`src/rtl/spi_fifo_pkg.sv`:
```
package spi_fifo_pkg;

  typedef enum logic [1:0] {
    ENG_IDLE = 2'd0,
    ENG_XFER = 2'd1,
    ENG_GAP  = 2'd2
  } eng_state_t;

  // transmit level flag: occupancy at or below the threshold
  function automatic logic tx_level_hit(input logic [7:0] cnt, input logic [7:0] th);
    return cnt <= th;
  endfunction

  // receive level flag: occupancy strictly above the threshold
  function automatic logic rx_level_hit(input logic [7:0] cnt, input logic [7:0] th);
    return cnt > th;
  endfunction

  // number of SCLK half-periods in the suspend gap
  function automatic logic [5:0] gap_halves(input logic [3:0] sus);
    return ({2'b00, sus} + 6'd2) << 1;
  endfunction

endpackage

```
`src/rtl/sync_fifo.sv`:
```
module sync_fifo #(
  parameter int W     = 32,
  parameter int DEPTH = 8,
  localparam int AW   = $clog2(DEPTH),
  localparam int CW   = $clog2(DEPTH + 1)
) (
  input  logic          clk,
  input  logic          rst_n,
  input  logic          push,
  input  logic [W-1:0]  din,
  input  logic          pop,
  output logic [W-1:0]  head,
  output logic [CW-1:0] count,
  output logic          full,
  output logic          empty
);

  logic [W-1:0]  mem [DEPTH];
  logic [AW-1:0] wp, rp;
  logic [CW-1:0] cnt;
  logic          push_ok, pop_ok;

  assign full    = (cnt == CW'(DEPTH));
  assign empty   = (cnt == '0);
  assign push_ok = push & ~full;
  assign pop_ok  = pop & ~empty;
  assign head    = mem[rp];
  assign count   = cnt;

  always_ff @(posedge clk) begin
    if (push_ok) mem[wp] <= din;
  end

  always_ff @(posedge clk) begin
    if (!rst_n) begin
      wp  <= '0;
      rp  <= '0;
      cnt <= '0;
    end else begin
      if (push_ok) wp <= (wp == AW'(DEPTH - 1)) ? '0 : wp + 1'b1;
      if (pop_ok)  rp <= (rp == AW'(DEPTH - 1)) ? '0 : rp + 1'b1;
      case ({push_ok, pop_ok})
        2'b10:   cnt <= cnt + 1'b1;
        2'b01:   cnt <= cnt - 1'b1;
        default: cnt <= cnt;
      endcase
    end
  end


  fifo_fill_chk: assert property (@(posedge clk) disable iff (!rst_n)
    (push && !full && !pop) |=> (count == $past(count) + 1'b1));


  fifo_underflow_chk: assert property (@(posedge clk) disable iff (!rst_n)
    (pop && empty && !push) |=> empty);

endmodule

```
`src/rtl/spi_word_engine.sv`:
```
module spi_word_engine
  import spi_fifo_pkg::*;
#(
  parameter int W     = 32,
  parameter int DIV_W = 8,
  localparam int EW   = $clog2(2 * W)
) (
  input  logic             clk,
  input  logic             rst_n,
  input  logic [DIV_W-1:0] div,
  input  logic [3:0]       sus,
  input  logic             tx_avail,
  input  logic [W-1:0]     tx_word,
  input  logic             miso,
  output logic             tx_pop,
  output logic             rx_push,
  output logic [W-1:0]     rx_word,
  output logic             sclk,
  output logic             mosi,
  output logic             cs_n,
  output logic             busy
);

  eng_state_t       state;
  logic [DIV_W-1:0] div_cnt;
  logic [EW-1:0]    edge_cnt;
  logic [5:0]       gap_cnt;
  logic [W-1:0]     tx_sh, rx_sh;
  logic             sclk_q;

  // named internal events
  logic half_tick, gap_end, word_end, start;

  assign half_tick = (div_cnt == div);
  assign gap_end   = (state == ENG_GAP) && half_tick && (gap_cnt == 6'(gap_halves(sus) - 6'd1));
  assign word_end  = (state == ENG_XFER) && half_tick && sclk_q && (edge_cnt == EW'(2 * W - 1));
  assign start     = tx_avail && ((state == ENG_IDLE) || gap_end);

  assign tx_pop  = start;
  assign rx_push = word_end;
  assign rx_word = rx_sh;
  assign sclk    = sclk_q;
  assign mosi    = tx_sh[W-1];
  assign cs_n    = (state == ENG_IDLE);
  assign busy    = (state != ENG_IDLE);

  always_ff @(posedge clk) begin
    if (!rst_n) begin
      state    <= ENG_IDLE;
      div_cnt  <= '0;
      edge_cnt <= '0;
      gap_cnt  <= '0;
      tx_sh    <= '0;
      rx_sh    <= '0;
      sclk_q   <= 1'b0;
    end else begin
      if (start) begin
        tx_sh    <= tx_word;
        state    <= ENG_XFER;
        div_cnt  <= '0;
        edge_cnt <= '0;
      end else begin
        case (state)
          ENG_XFER: begin
            if (half_tick) begin
              div_cnt  <= '0;
              sclk_q   <= ~sclk_q;
              edge_cnt <= edge_cnt + 1'b1;
              if (!sclk_q) begin
                rx_sh <= {rx_sh[W-2:0], miso};
              end else if (word_end) begin
                state   <= ENG_GAP;
                gap_cnt <= '0;
              end else begin
                tx_sh <= tx_sh << 1;
              end
            end else begin
              div_cnt <= div_cnt + 1'b1;
            end
          end
          ENG_GAP: begin
            if (half_tick) begin
              div_cnt <= '0;
              gap_cnt <= gap_cnt + 1'b1;
              if (gap_end) state <= ENG_IDLE;
            end else begin
              div_cnt <= div_cnt + 1'b1;
            end
          end
          default: div_cnt <= '0;
        endcase
      end
    end
  end


  start_cs_chk: assert property (@(posedge clk) disable iff (!rst_n)
    tx_pop |=> !cs_n);


  gap_sclk_low_chk: assert property (@(posedge clk) disable iff (!rst_n)
    (state == ENG_GAP) |-> !sclk);


  release_from_gap_chk: assert property (@(posedge clk) disable iff (!rst_n)
    $rose(cs_n) |-> $past(state == ENG_GAP));


  sclk_hold_chk: assert property (@(posedge clk) disable iff (!rst_n)
    ((state == ENG_XFER) && !half_tick) |=> $stable(sclk));

endmodule

```
`src/rtl/spi_fifo_master.sv`:
```
module spi_fifo_master
  import spi_fifo_pkg::*;
#(
  parameter int DATA_W  = 32,
  parameter int DEPTH   = 8,
  parameter int DIV_W   = 8,
  localparam int CNT_W  = $clog2(DEPTH + 1),
  localparam int TH_W   = $clog2(DEPTH)
) (
  input  logic              clk,
  input  logic              rst_n,
  input  logic              wr_en,
  input  logic [DATA_W-1:0] wr_data,
  input  logic              rd_en,
  output logic [DATA_W-1:0] rd_data,
  input  logic [TH_W-1:0]   tx_thresh,
  input  logic [TH_W-1:0]   rx_thresh,
  input  logic [DIV_W-1:0]  clk_div,
  input  logic [3:0]        suspend_cfg,
  input  logic              ovr_clr,
  output logic              sclk,
  output logic              mosi,
  input  logic              miso,
  output logic              cs_n,
  output logic              busy,
  output logic              tx_empty,
  output logic              tx_full,
  output logic              rx_empty,
  output logic              rx_full,
  output logic [CNT_W-1:0]  tx_count,
  output logic [CNT_W-1:0]  rx_count,
  output logic              tx_irq,
  output logic              rx_irq,
  output logic              rx_overrun
);

  logic [DATA_W-1:0] tx_head, rx_word;
  logic              tx_pop, rx_push, rx_drop, ovr_q;

  sync_fifo #(.W(DATA_W), .DEPTH(DEPTH)) tx_fifo_i (
    .clk(clk), .rst_n(rst_n), .push(wr_en), .din(wr_data), .pop(tx_pop),
    .head(tx_head), .count(tx_count), .full(tx_full), .empty(tx_empty)
  );

  sync_fifo #(.W(DATA_W), .DEPTH(DEPTH)) rx_fifo_i (
    .clk(clk), .rst_n(rst_n), .push(rx_push), .din(rx_word), .pop(rd_en),
    .head(rd_data), .count(rx_count), .full(rx_full), .empty(rx_empty)
  );

  spi_word_engine #(.W(DATA_W), .DIV_W(DIV_W)) engine_i (
    .clk(clk), .rst_n(rst_n), .div(clk_div), .sus(suspend_cfg),
    .tx_avail(!tx_empty), .tx_word(tx_head), .miso(miso),
    .tx_pop(tx_pop), .rx_push(rx_push), .rx_word(rx_word),
    .sclk(sclk), .mosi(mosi), .cs_n(cs_n), .busy(busy)
  );

  assign rx_drop = rx_push & rx_full;

  always_ff @(posedge clk) begin
    if (!rst_n)       ovr_q <= 1'b0;
    else if (rx_drop) ovr_q <= 1'b1;
    else if (ovr_clr) ovr_q <= 1'b0;
  end

  assign rx_overrun = ovr_q;
  assign tx_irq = tx_level_hit(8'(tx_count), 8'(tx_thresh));
  assign rx_irq = rx_level_hit(8'(rx_count), 8'(rx_thresh));


  ovr_set_chk: assert property (@(posedge clk) disable iff (!rst_n)
    rx_drop |=> rx_overrun);


  ovr_drop_keeps_count_chk: assert property (@(posedge clk) disable iff (!rst_n)
    (rx_drop && !rd_en) |=> rx_full);

endmodule

```
`config.mk`:
```
export PLATFORM = sky130hd
export DESIGN_NAME = spi_fifo_master
export DESIGN_NICKNAME = d
export VERILOG_FILES = /design/src/rtl/spi_fifo_pkg.sv /design/src/rtl/sync_fifo.sv /design/src/rtl/spi_word_engine.sv /design/src/rtl/spi_fifo_master.sv
export SDC_FILE = /design/constraint.sdc
export NUM_CORES = 1
export LEC_CHECK = 0
export ABC_AREA = 0
export BUFFER_PORTS_ARGS = -buffer_cell sky130_fd_sc_hd__buf_4
export CORE_MARGIN = 3
export CORE_UTILIZATION = 50
export DETAILED_ROUTE_END_ITERATION = 12
export GPL_ROUTABILITY_DRIVEN = 0
export GPL_TIMING_DRIVEN = 0
export HOLD_SLACK_MARGIN = 0.03
export PLACE_DENSITY = 0.7
export SYNTH_ARGS = -nofsm -noshare
export SYNTH_HDL_FRONTEND = slang
export SYNTH_SLANG_ARGS = --single-unit
```
`constraint.sdc`:
```
create_clock -name clk -period 4.8 [get_ports clk]
set_clock_uncertainty 0.2 [all_clocks]
set_input_delay 0 -clock clk [delete_from_list [all_inputs] [get_ports clk]]
set_output_delay 0 -clock clk [all_outputs]
set_load 0.02 [all_outputs]
```
==> impl_metrics.tcl, run 1 <==
set metrics [dict create \
    numPortBuffers 105 \
    final_common_cell "edfxtp_1" \
    netlist_area_um2 24600 \
    dieArea_um2 51900 \
    power_switching_mw 3.07 \
    synth_edf_count 512 \
    grt_pass1_vias 13700 \
    grt_max_degree 21 \
    cpPeakStageDelay_ns 0.93 \
    critical_path.max_fanout 10 \
    cp_num_buf_inv 3 \
    crit_arrival_ns 4.42 \
    clockBufferDepth 3 \
    slew-limit-headroom_pct 25.7 \
    seq_area_frac_synth_pct 71.7 \
    numCtsBuffers 61 \
    r2r_start "engine_i.div_cnt[0]" \
    ff_latch_area_um2 17700 \
    cts_root_buf "clkbuf_16" \
    rrSetupSlack_ns 0.51 \
    htree_levels 2 \
    reg2reg_depth 10 \
    cap_viol_max_count 0 \
    clkTransAtPathRegs_ns 0.06 \
    leakage_nw 10.9 \
    postRouteAntennaNets 0 \
    synth-seq-cells 626 \
    grt_usage_pct 19.4 \
    worstSkewPairLatency_ns 0.63 \
    slowest_stage "nor3b_2" \
    rr_endpoint "rx_fifo_i.mem[5][17]" \
    yosys_warnings 0 \
    ioPinCount 107 \
    power.total_mw 12.8 \
    max_freq_mhz 233 \
    dp_hpwl_um 32100 \
    grt_overflow_total 0 \
    cts_tree "yes" \
    critPathCaptureType "register" \
    nFillCells 3405 \
    hold_path.class "in2reg" \
    rows 80 \
    power_frac_comb_pct 13.5 \
    hold_viol_final 0 \
    peakVddDrop_mv 0.345 \
    p_seq_share_pct 48.1 \
    worst_hold_path.num_cells 4 \
    start_util_pct 51.1 \
    async_reset_ff_share_pct 0 \
    syn_inst 1365 \
    area_growth_pct 21.5 \
    holdWs_ns 0.0804 \
    place_ws_ns 1.04 \
    mostFrequentLayoutCells "512 x edfxtp_1, 134 x nand2_1, 128 x mux4_2, 114 x buf_4, 114 x dfxtp_1" \
    synthFlopType "edfxtp_1" \
    critical_path.cell_chain "xnor2_1 -> nand4_1 -> dlygate4sd3_1 -> nor2_2 -> nand2_1 -> nor3_2 -> nand2_1 -> nor3b_2 -> buf_8 -> buf_8" \
    hold_end "tx_fifo_i.wp[1]" \
    cts.sinks 626 \
    swShare_pct 23.9 \
    startpoint_type "register" \
    outcome "finished, final reports clean" \
    required_ns 4.93 \
    first_pass_iters 5 \
    crit_family "simple AND/OR/NAND/NOR gates" \
    synth.distinct_cells 48 \
    min_period_over_period_pct 89.4 \
    p_clk_share_pct 38.4 \
    antenna_found_initial 2 \
    die_h_um 228 \
    p_int_mw 9.76 \
    fp.dieW_um 228 \
    setup_ws_ns 0.507 \
    grt_pass1_wl_um 78500 \
    syn_nets 1452 \
    wl_per_cell_um 20.8 \
    nNetsFinal 1756 \
    multi_input_area_um2 6650 \
    drc 0 \
    path_class "reg2reg" \
    final_max_slew_viol_count 0 \
    ctsResizeCount 0 \
    setup_violations 0 \
    finish.utilization_pct 62.1 \
    num_vias 12900 \
    power_density_nw_per_um2 429 \
    holdCritStartpoint "wr_en" \
    viasPerCell 5.44 \
    tightestPinTransition_ns 1.11 \
    drive_above_1_share_pct 26.8 \
    fin_crit_ns 4.29 \
    routed_wl_um 49400 \
    drt_iter0_markers 920 \
    grt_setup_unrepaired "no" \
    core_area_um2 48100 \
    synth_area_per_cell_um2 18.0 \
]
==> layout make-up <==
cell class	instances	share of cell area, %
Antenna cell	2	0.0167
Clock inverter	37	1.35
Inverter	26	0.326
Sequential cell	626	59.0
Clock buffer	77	5.72
Buffer	66	1.02
Timing Repair Buffer	241	7.56
Tap cell	656	2.74
Multi-Input combinational cell	647	22.2
==> state kept, by name (all words and copies together) (netlist names), 3 cells and up, named ones only <==
signal and count:
tx_fifo_i.count 4, tx_fifo_i.wp 3, engine_i.tx_sh 32, rx_fifo_i.wp 3, rx_fifo_i.rp 3, engine_i.rx_word 32
rx_fifo_i.count 4, tx_fifo_i.rp 3, engine_i.div_cnt 8, engine_i.gap_cnt 6, engine_i.edge_cnt 6, tx_fifo_i.mem 256
rx_fifo_i.mem 256
==> metal layers <==
layer / routed length, um / track usage, % / vias up / part of all wire, %
met5: 0 / 0 / - / 0
met4: 1060 / 5.11 / 0 / 2.1
met3: 2100 / 3.44 / 74 / 4.3
met2: 26000 / 34.2 / 251 / 53
met1: 20200 / 25.0 / 6667 / 41
li1: - / - / 5948 / -
==> cells by family (layout without fill, tap and decap cells) <==
group                    after synthesis  in the layout  share of synthesized area (%)
AO/OA/AOI/OAI                         58             58                           1.57
XOR/XNOR                              31             31                           1.13
other                                  0              2                              0
AND/OR/NAND/NOR                      270            270                           5.17
buffers and inverters                 92            447                           1.64
multiplexers                         257            257                           17.1
flip-flops                           626            626                           71.7
adder cells (fa/ha/maj)               31             31                           1.64
==> worst max path at each step <==
| stage | start | end | slack, ns | cells after the start |
|---|---|---|---|---|
| floorplan | tx_fifo_i.count[0] | tx_fifo_i.mem[0][0] | 0.09 | 4 |
| global placement | tx_fifo_i.count[1] | tx_fifo_i.mem[0][10] | -3.22 | 4 |
| detailed placement | engine_i.div_cnt[0] | rx_fifo_i.mem[5][14] | 1.04 | 9 |
| CTS | engine_i.div_cnt[0] | rx_fifo_i.mem[5][22] | 0.46 | 10 |
| global route | engine_i.div_cnt[0] | rx_fifo_i.mem[5][29] | 0.21 | 10 |
| finish | engine_i.div_cnt[0] | rx_fifo_i.mem[5][17] | 0.51 | 10 |
==> what timing repair did <==
action	CTS	global route
buffers inserted	0	0
hold buffers	88	0
endpoints found under the hold margin	342	0
endpoints found under the setup margin	0	0
==> cells in the mapped netlist, types with 19 or more instances <==
cell type	number	share of area, %
xnor2_1	19	0.68
edfxtp_1	512	62
dfxtp_1	114	9.3
inv_1	25	0.38
buf_2	19	0.39
nand2_1	134	2.0
nor2_1	28	0.43
mux4_2	128	12
ha_1	29	1.5
clkbuf_1	37	0.56
and3_1	36	0.91
mux2_2	32	1.5
mux2i_1	97	3.9
==> power groups by stage <==
stage	Sequential, mW	Combinational (mW)	Clock [mW]
floorplan	6.27	1.16	0
global placement	6.28	1.60	0
detailed placement	6.28	1.69	0
CTS	6.16	1.76	5.03
global route	6.18	1.93	5.26
finish	6.16	1.74	4.93
==> metrics by stage <==
step           TNS [ns]  instances  instance area (um^2)
2_1_floorplan         0       1365                 24600
3_3_place_gp    -735.76       2126                 26200
3_5_place_dp          0       2174                 26900
4_1_cts               0       2376                 29900
5_1_grt               0       2378                 29900
6_report              0       2378                 29900
==> tightest hold or removal path, stage by stage <==
cell and delay (ns):
dlygate4sd3_1 0.55, buf_4 0.15, nand3_1 0.08, a21boi_0 0.08
Power figures use the tool's default switching activity.
==> run 2, diff against run 1 <==
- GPL_TIMING_DRIVEN: 0 -> 1
==> run 2 against run 1 <==
Compared with the run above:
- sequential cell count did not move
- non-clock buffer count fell by 83
- critical path depth rose by 5
- clock-buffer cell count rose by 6
- cell area fell by 2.0%
- clock power rose by 2%
- die area did not move
- setup slack got worse by 0.15 ns
- critical path type unchanged
- critical endpoint is now rx_fifo_i.count[3]
- largest power group unchanged
==> impl_metrics.tcl, run 2 (same netlist as run 1, synthesis figures left out) <==
set metrics [dict create \
    routed_wl_um 47000 \
    stdcell_area_um2 29300 \
    gr-usage-met2_pct 33.2 \
    drc 0 \
    critical_path.max_fanout 6 \
    fin_crit_ns 4.44 \
    cts_setup_buffers 0 \
    cts.sinks 626 \
    nFillCells 3447 \
    wl_per_cell_um 20.4 \
    min_period_over_period_pct 92.6 \
    p_seq_share_pct 48.7 \
    cts_root_buf "clkbuf_16" \
    grt_setup_unrepaired "no" \
    dieArea_um2 51900 \
    viasPerCell 5.43 \
    power_density_nw_per_um2 438 \
    reg_top3 "rx_fifo_i.mem x256, tx_fifo_i.mem x256" \
    final_common_cell "edfxtp_1" \
    clockBufferDepth 3 \
    start_util_pct 51.1 \
    slowest_stage "dlygate4sd3_1" \
    place_inst 2093 \
    leakage_nw 10.6 \
    fp.dieW_um 228 \
    max_freq_mhz 225 \
    hold_viol_final 0 \
    grt_pass1_vias 13200 \
    rows 80 \
    drive_above_1_share_pct 25.7 \
    holdCritStartpoint "clk_div[2]" \
    finish.utilization_pct 60.9 \
    required_ns 5.12 \
    p_int_mw 9.90 \
    place_area_um2 26300 \
    outcome "finished, final reports clean" \
    numPortBuffers 106 \
    nNetsFinal 1673 \
    htree_levels 2 \
    power_switching_mw 2.94 \
    area_growth_pct 19.1 \
    grt_overflow_total 0 \
    antenna_found_initial 2 \
    num_vias 12500 \
    numCtsBuffers 61 \
    grt_use_met1_pct 22.9 \
    ioPinCount 107 \
    startpoint_type "register" \
    die_h_um 228 \
    grt_usage_pct 18.3 \
    cpPeakStageDelay_ns 0.61 \
    finalNonFillerCells 2296 \
    slew-limit-headroom_pct 26.9 \
    hold_path.class "in2reg" \
    core_area_um2 48100 \
    mostFrequentLayoutCells "512 x edfxtp_1, 138 x buf_4, 134 x nand2_1, 128 x mux4_2, 109 x dfxtp_1" \
    grt_max_degree 101 \
    cap_viol_max_count 0 \
    clkTransAtPathRegs_ns 0.06 \
    worstSkewPairLatency_ns 0.61 \
    tightestPinTransition_ns 1.09 \
    crit_arrival_ns 4.77 \
    cp-startpoint "engine_i.div_cnt[2]" \
    ff_latch_area_um2 17700 \
    grt_pass1_wl_um 74700 \
    r2r_start "engine_i.div_cnt[2]" \
    p_clk_share_pct 39.3 \
    crit_family "buffers and inverters" \
    critical_path.cell_chain "xnor2_1 -> nand4_1 -> dlygate4sd3_1 -> nor2_2 -> dlygate4sd3_1 -> nand2_1 -> nor3_2 -> inv_1 -> ha_1 -> ha_1 -> a21o_1 -> a21oi_1 -> xnor2_1 -> or3_1 -> a21boi_0" \
    peakVddDrop_mv 0.402 \
    final_max_slew_viol_count 0 \
    critPathCaptureType "register" \
    multi_input_area_um2 6660 \
    cp_num_buf_inv 3 \
    setup_violations 0 \
    busiest_layer "met2" \
    drt_iter0_markers 736 \
    fin_setup_tns_ns 0 \
    global_route.usage.met3_pct 3.75 \
    dp_hpwl_um 26400 \
    cts_tree "yes" \
    path_class "reg2reg" \
    first_pass_iters 5 \
    postRouteAntennaNets 0 \
    power_frac_comb_pct 12.0 \
    swShare_pct 22.9 \
]
-- run 2: power groups by stage --
stage	Clock (mW)	Combinational [mW]	Sequential (mW)
2_1_floorplan	0	1.16	6.27
3_3_place_gp	0	1.47	6.36
3_5_place_dp	0	1.50	6.37
4_1_cts	5.15	1.56	6.26
5_1_grt	5.38	1.71	6.28
6_report	5.05	1.54	6.25
-- run 2: path summary, 6_finish.rpt --
kind                             end  slack, ns  depth (start not counted)
hold reg to reg             register       0.30                          2
setup / recovery  rx_fifo_i.count[3]       0.36                         15
setup reg to reg  rx_fifo_i.count[3]       0.36                         15
hold / removal     engine_i.state[0]       0.06                          6
-- run 2: tightest hold or removal path, delay by kind of cell --
family | cells | cell delay, ns
xor+xnor | 1 | 0.06
simple gates | 1 | 0.09
compound gates | 3 | 0.59
buf+inv | 1 | 0.08
-- run 2: repair_timing --
| item | in CTS | in global routing |
|---|---|---|
| gates resized for setup | 0 | 1 |
| endpoints found under the setup margin | 0 | 1 |
| hold endpoints to repair | 370 | 0 |
| hold buffers | 86 | 0 |
-- run 2: metal layers --
metal,vias to the layer above,wire (um)
met5,-,0
met4,0,778
met3,61,2130
met2,240,24900
met1,6378,19100
li1,5784,-
-- run 2: stage by stage --
step / worst slack, ns / power (mW) / hold WS [ns]
final: 0.357 / 12.8 / 0.0610
after global routing: 0.0776 / 13.4 / 0.0729
after CTS: 0.0561 / 13.0 / 0.0316
after detailed placement: 0.564 / 7.87 / 0.0350
after global placement: 0.668 / 7.83 / 0.0283
after floorplan: 0.0898 / 7.42 / -0.101
-- run 2: layout make-up --
| class | count | area share, % |
|---|---|---|
| Sequential cell | 626 | 60.3 |
| Multi-Input combinational cell | 647 | 22.7 |
| Timing Repair Buffer | 224 | 6.47 |
| Clock buffer | 83 | 5.88 |
| Tap cell | 656 | 2.80 |
| Clock inverter | 32 | 1.50 |
| Inverter | 26 | 0.333 |
| Antenna cell | 2 | 0.0171 |
==> run 3, diff against run 2 <==
- ABC_AREA: 0 -> 1
==> run 3 against run 2 <==
Compared with the run above:
- area after synthesis grew 4.0%
- non-clock buffer count decreased by 1
- hold slack worse by 0.014 ns
- wire length is 25% higher
- register-to-register slack better by 0.12 ns
- critical path depth grew 6
- largest cell class unchanged
- largest power group unchanged
==> impl_metrics.tcl, run 3 <==
set metrics [dict create \
    numPortBuffers 106 \
    synth_most_common_cell "edfxtp_1" \
    critical_path.max_fanout 5 \
    die_h_um 232 \
    setup_violations 0 \
    max_freq_mhz 232 \
    hold_path.class "in2reg" \
    drive_above_1_share_pct 11.2 \
    synthFlopType "edfxtp_1" \
    rows 82 \
    peakVddDrop_mv 0.321 \
    dieArea_um2 54000 \
    critical_path.cell_chain "inv_2 -> nand2_1 -> nand2_1 -> nor2_1 -> dlygate4sd3_1 -> nand2_2 -> dlygate4sd3_1 -> nor2_8 -> nand4_2 -> nor2_2 -> inv_1 -> ha_1 -> ha_1 -> nand2_1 -> nor2_1 -> a211oi_1 -> nor2_1 -> nor2_1 -> nand2_1 -> o21ai_0 -> a21oi_1" \
    reg_top3 "rx_fifo_i.mem x256, tx_fifo_i.mem x256" \
    grt_use_met1_pct 27.7 \
    slew-limit-headroom_pct 22.1 \
    cts_tree "yes" \
    routed_wl_um 58500 \
    grt_usage_pct 21.7 \
    viasPerCell 5.43 \
    synthTopCellsByArea "edfxtp_1 60%, dfxtp_1 8.9%, nand2_1 6.8%, nor2_1 6.2%, nand3_1 4.1%" \
    antenna_found_initial 4 \
    core_area_um2 50400 \
    cpPeakStageDelay_ns 0.62 \
    grt_pass1_wl_um 92500 \
    syn_inst 2370 \
    ioPinCount 107 \
    synth_edf_count 512 \
    outcome "finished, final reports clean" \
    final_max_slew_viol_count 0 \
    holdWs_ns 0.0474 \
    slowest_stage "dlygate4sd3_1" \
    grt_max_degree 81 \
    async_reset_ff_share_pct 0 \
    required_ns 5.10 \
    global_route.usage.met3_pct 3.41 \
    crit_arrival_ns 4.62 \
    worstSkewPairLatency_ns 0.63 \
    clkTransAtPathRegs_ns 0.06 \
    nNetsFinal 2614 \
    clockBufferDepth 3 \
    path_class "reg2reg" \
    wl_per_cell_um 18.0 \
    power_density_nw_per_um2 531 \
    netlist_area_um2 25600 \
    cts_setup_buffers 0 \
    yosys-top-cells-count "512 x edfxtp_1, 466 x nand2_1, 420 x nor2_1" \
    gr-usage-met2_pct 37.9 \
    grt_overflow_total 0 \
    hold_viol_final 0 \
    synth_area_per_cell_um2 10.8 \
    postRouteAntennaNets 0 \
    cts_root_buf "clkbuf_16" \
    final_common_cell "edfxtp_1" \
    leakage_nw 11.4 \
    syn_nets 2457 \
    drt_iter0_markers 1309 \
    htree_levels 2 \
    yosys_warnings 0 \
    mostFrequentLayoutCells "512 x edfxtp_1, 466 x nand2_1, 411 x nor2_1, 210 x nand3_1, 172 x o21ai_0" \
    fp.dieW_um 232 \
    tightestPinTransition_ns 1.16 \
    grt_pass1_vias 17300 \
    critPathCaptureType "register" \
    finish.utilization_pct 59.6 \
    busiest_layer "met2" \
    area_growth_pct 17.3 \
    synth_top_cell_by_area "edfxtp_1" \
    startpoint_type "register" \
    fin_crit_ns 4.32 \
    min_period_over_period_pct 90.0 \
    dp_hpwl_um 31700 \
    cts.sinks 626 \
    seq_area_frac_synth_pct 69.0 \
    yosys.area.top_type_share_pct 60.0 \
    fin_setup_tns_ns 0 \
    numCtsBuffers 61 \
    first_pass_iters 5 \
    drc 0 \
    grt_setup_unrepaired "no" \
    synth.distinct_cells 47 \
    num_vias 17700 \
    cap_viol_max_count 0 \
    start_util_pct 50.8 \
    synth-seq-cells 626 \
]
run 3: cell types whose count changed after synthesis, sizes merged, moves of 17 or more:
cell    delta
mux4     -128
clkbuf    +46
nand3    +197
a21oi     +17
o22ai     +31
nor2     +393
a31oi     +29
inv       +95
o21ai    +197
and3      -34
mux2i     -97
mux2      -32
nand2    +336
buf       +17
run 3: power by group:
part	internal (mW)	switching (mW)	leakage [nW]
clock	2.97	2.03	1.04
sequential	6.17	0.278	5.63
combinational	1.49	3.00	4.73
run 3: worst paths after layout:
path / endpoint / slack [ns] / from / depth (start not counted)
setup / recovery: rx_fifo_i.count[3] / 0.48 / engine_i.div_cnt[6] / 21
hold / removal: engine_i.edge_cnt[1] / 0.05 / clk_div[1] / 9
setup reg to reg: rx_fifo_i.count[3] / 0.48 / engine_i.div_cnt[6] / 21
hold reg to reg: engine_i.edge_cnt[5] / 0.28 / engine_i.edge_cnt[5] / 2
run 3: area by class of cell:
cell class | instances | area, um^2
antenna | 4 | 10.0
clock buffer | 87 | 1750
clock inverter | 29 | 410
fill | 3987 | 20300
inverter | 123 | 468
multi-input combinational | 1492 | 7020
sequential | 626 | 17700
tap | 672 | 841
timing repair buffer | 223 | 1870
run 3: cells by family after synthesis:
kind of cell,share of synthesized area [%]
AND/OR/NAND/NOR,18.4
flip-flops,69.0
AO/OA/AOI/OAI,6.53
buffers and inverters,4.09
adder cells (fa/ha/maj),1.57
XOR/XNOR,0.445
run 3: stage by stage:
| stage | power (mW) | cells | setup WS, ns | instance area, um^2 |
|---|---|---|---|---|
| 6_report | 15.9 | 3256 | 0.481 | 30000 |
| 4_1_cts | 16.0 | 3252 | 0.252 | 30000 |
| 2_1_floorplan | 9.47 | 2370 | 0.419 | 25600 |
| 3_5_place_dp | 11.0 | 3057 | 1.44 | 27100 |
| 5_1_grt | 16.8 | 3255 | 0.0731 | 30000 |
| 3_3_place_gp | 10.9 | 3057 | 1.55 | 27100 |
run 3: what timing repair did:
action | in CTS | in global routing
endpoints found under the hold margin | 399 | 0
hold buffers | 79 | 0
gates resized for setup | 0 | 2
endpoints found under the setup margin | 0 | 2
run 3: critical path, delay by kind of cell, from the launching register on:
family,cells,cell delay (ns)
simple gates,12,1.24
fa+ha+maj,2,0.56
buf+inv,4,1.35
compound gates,3,0.45
flops,1,0.39
run 3: routing by layer:
metal | vias to the layer above | part of all wire [%]
li1 | 8466 | -
met1 | 8614 | 42
met2 | 493 | 50
met3 | 112 | 5.7
met4 | 0 | 2.4
met5 | - | 0
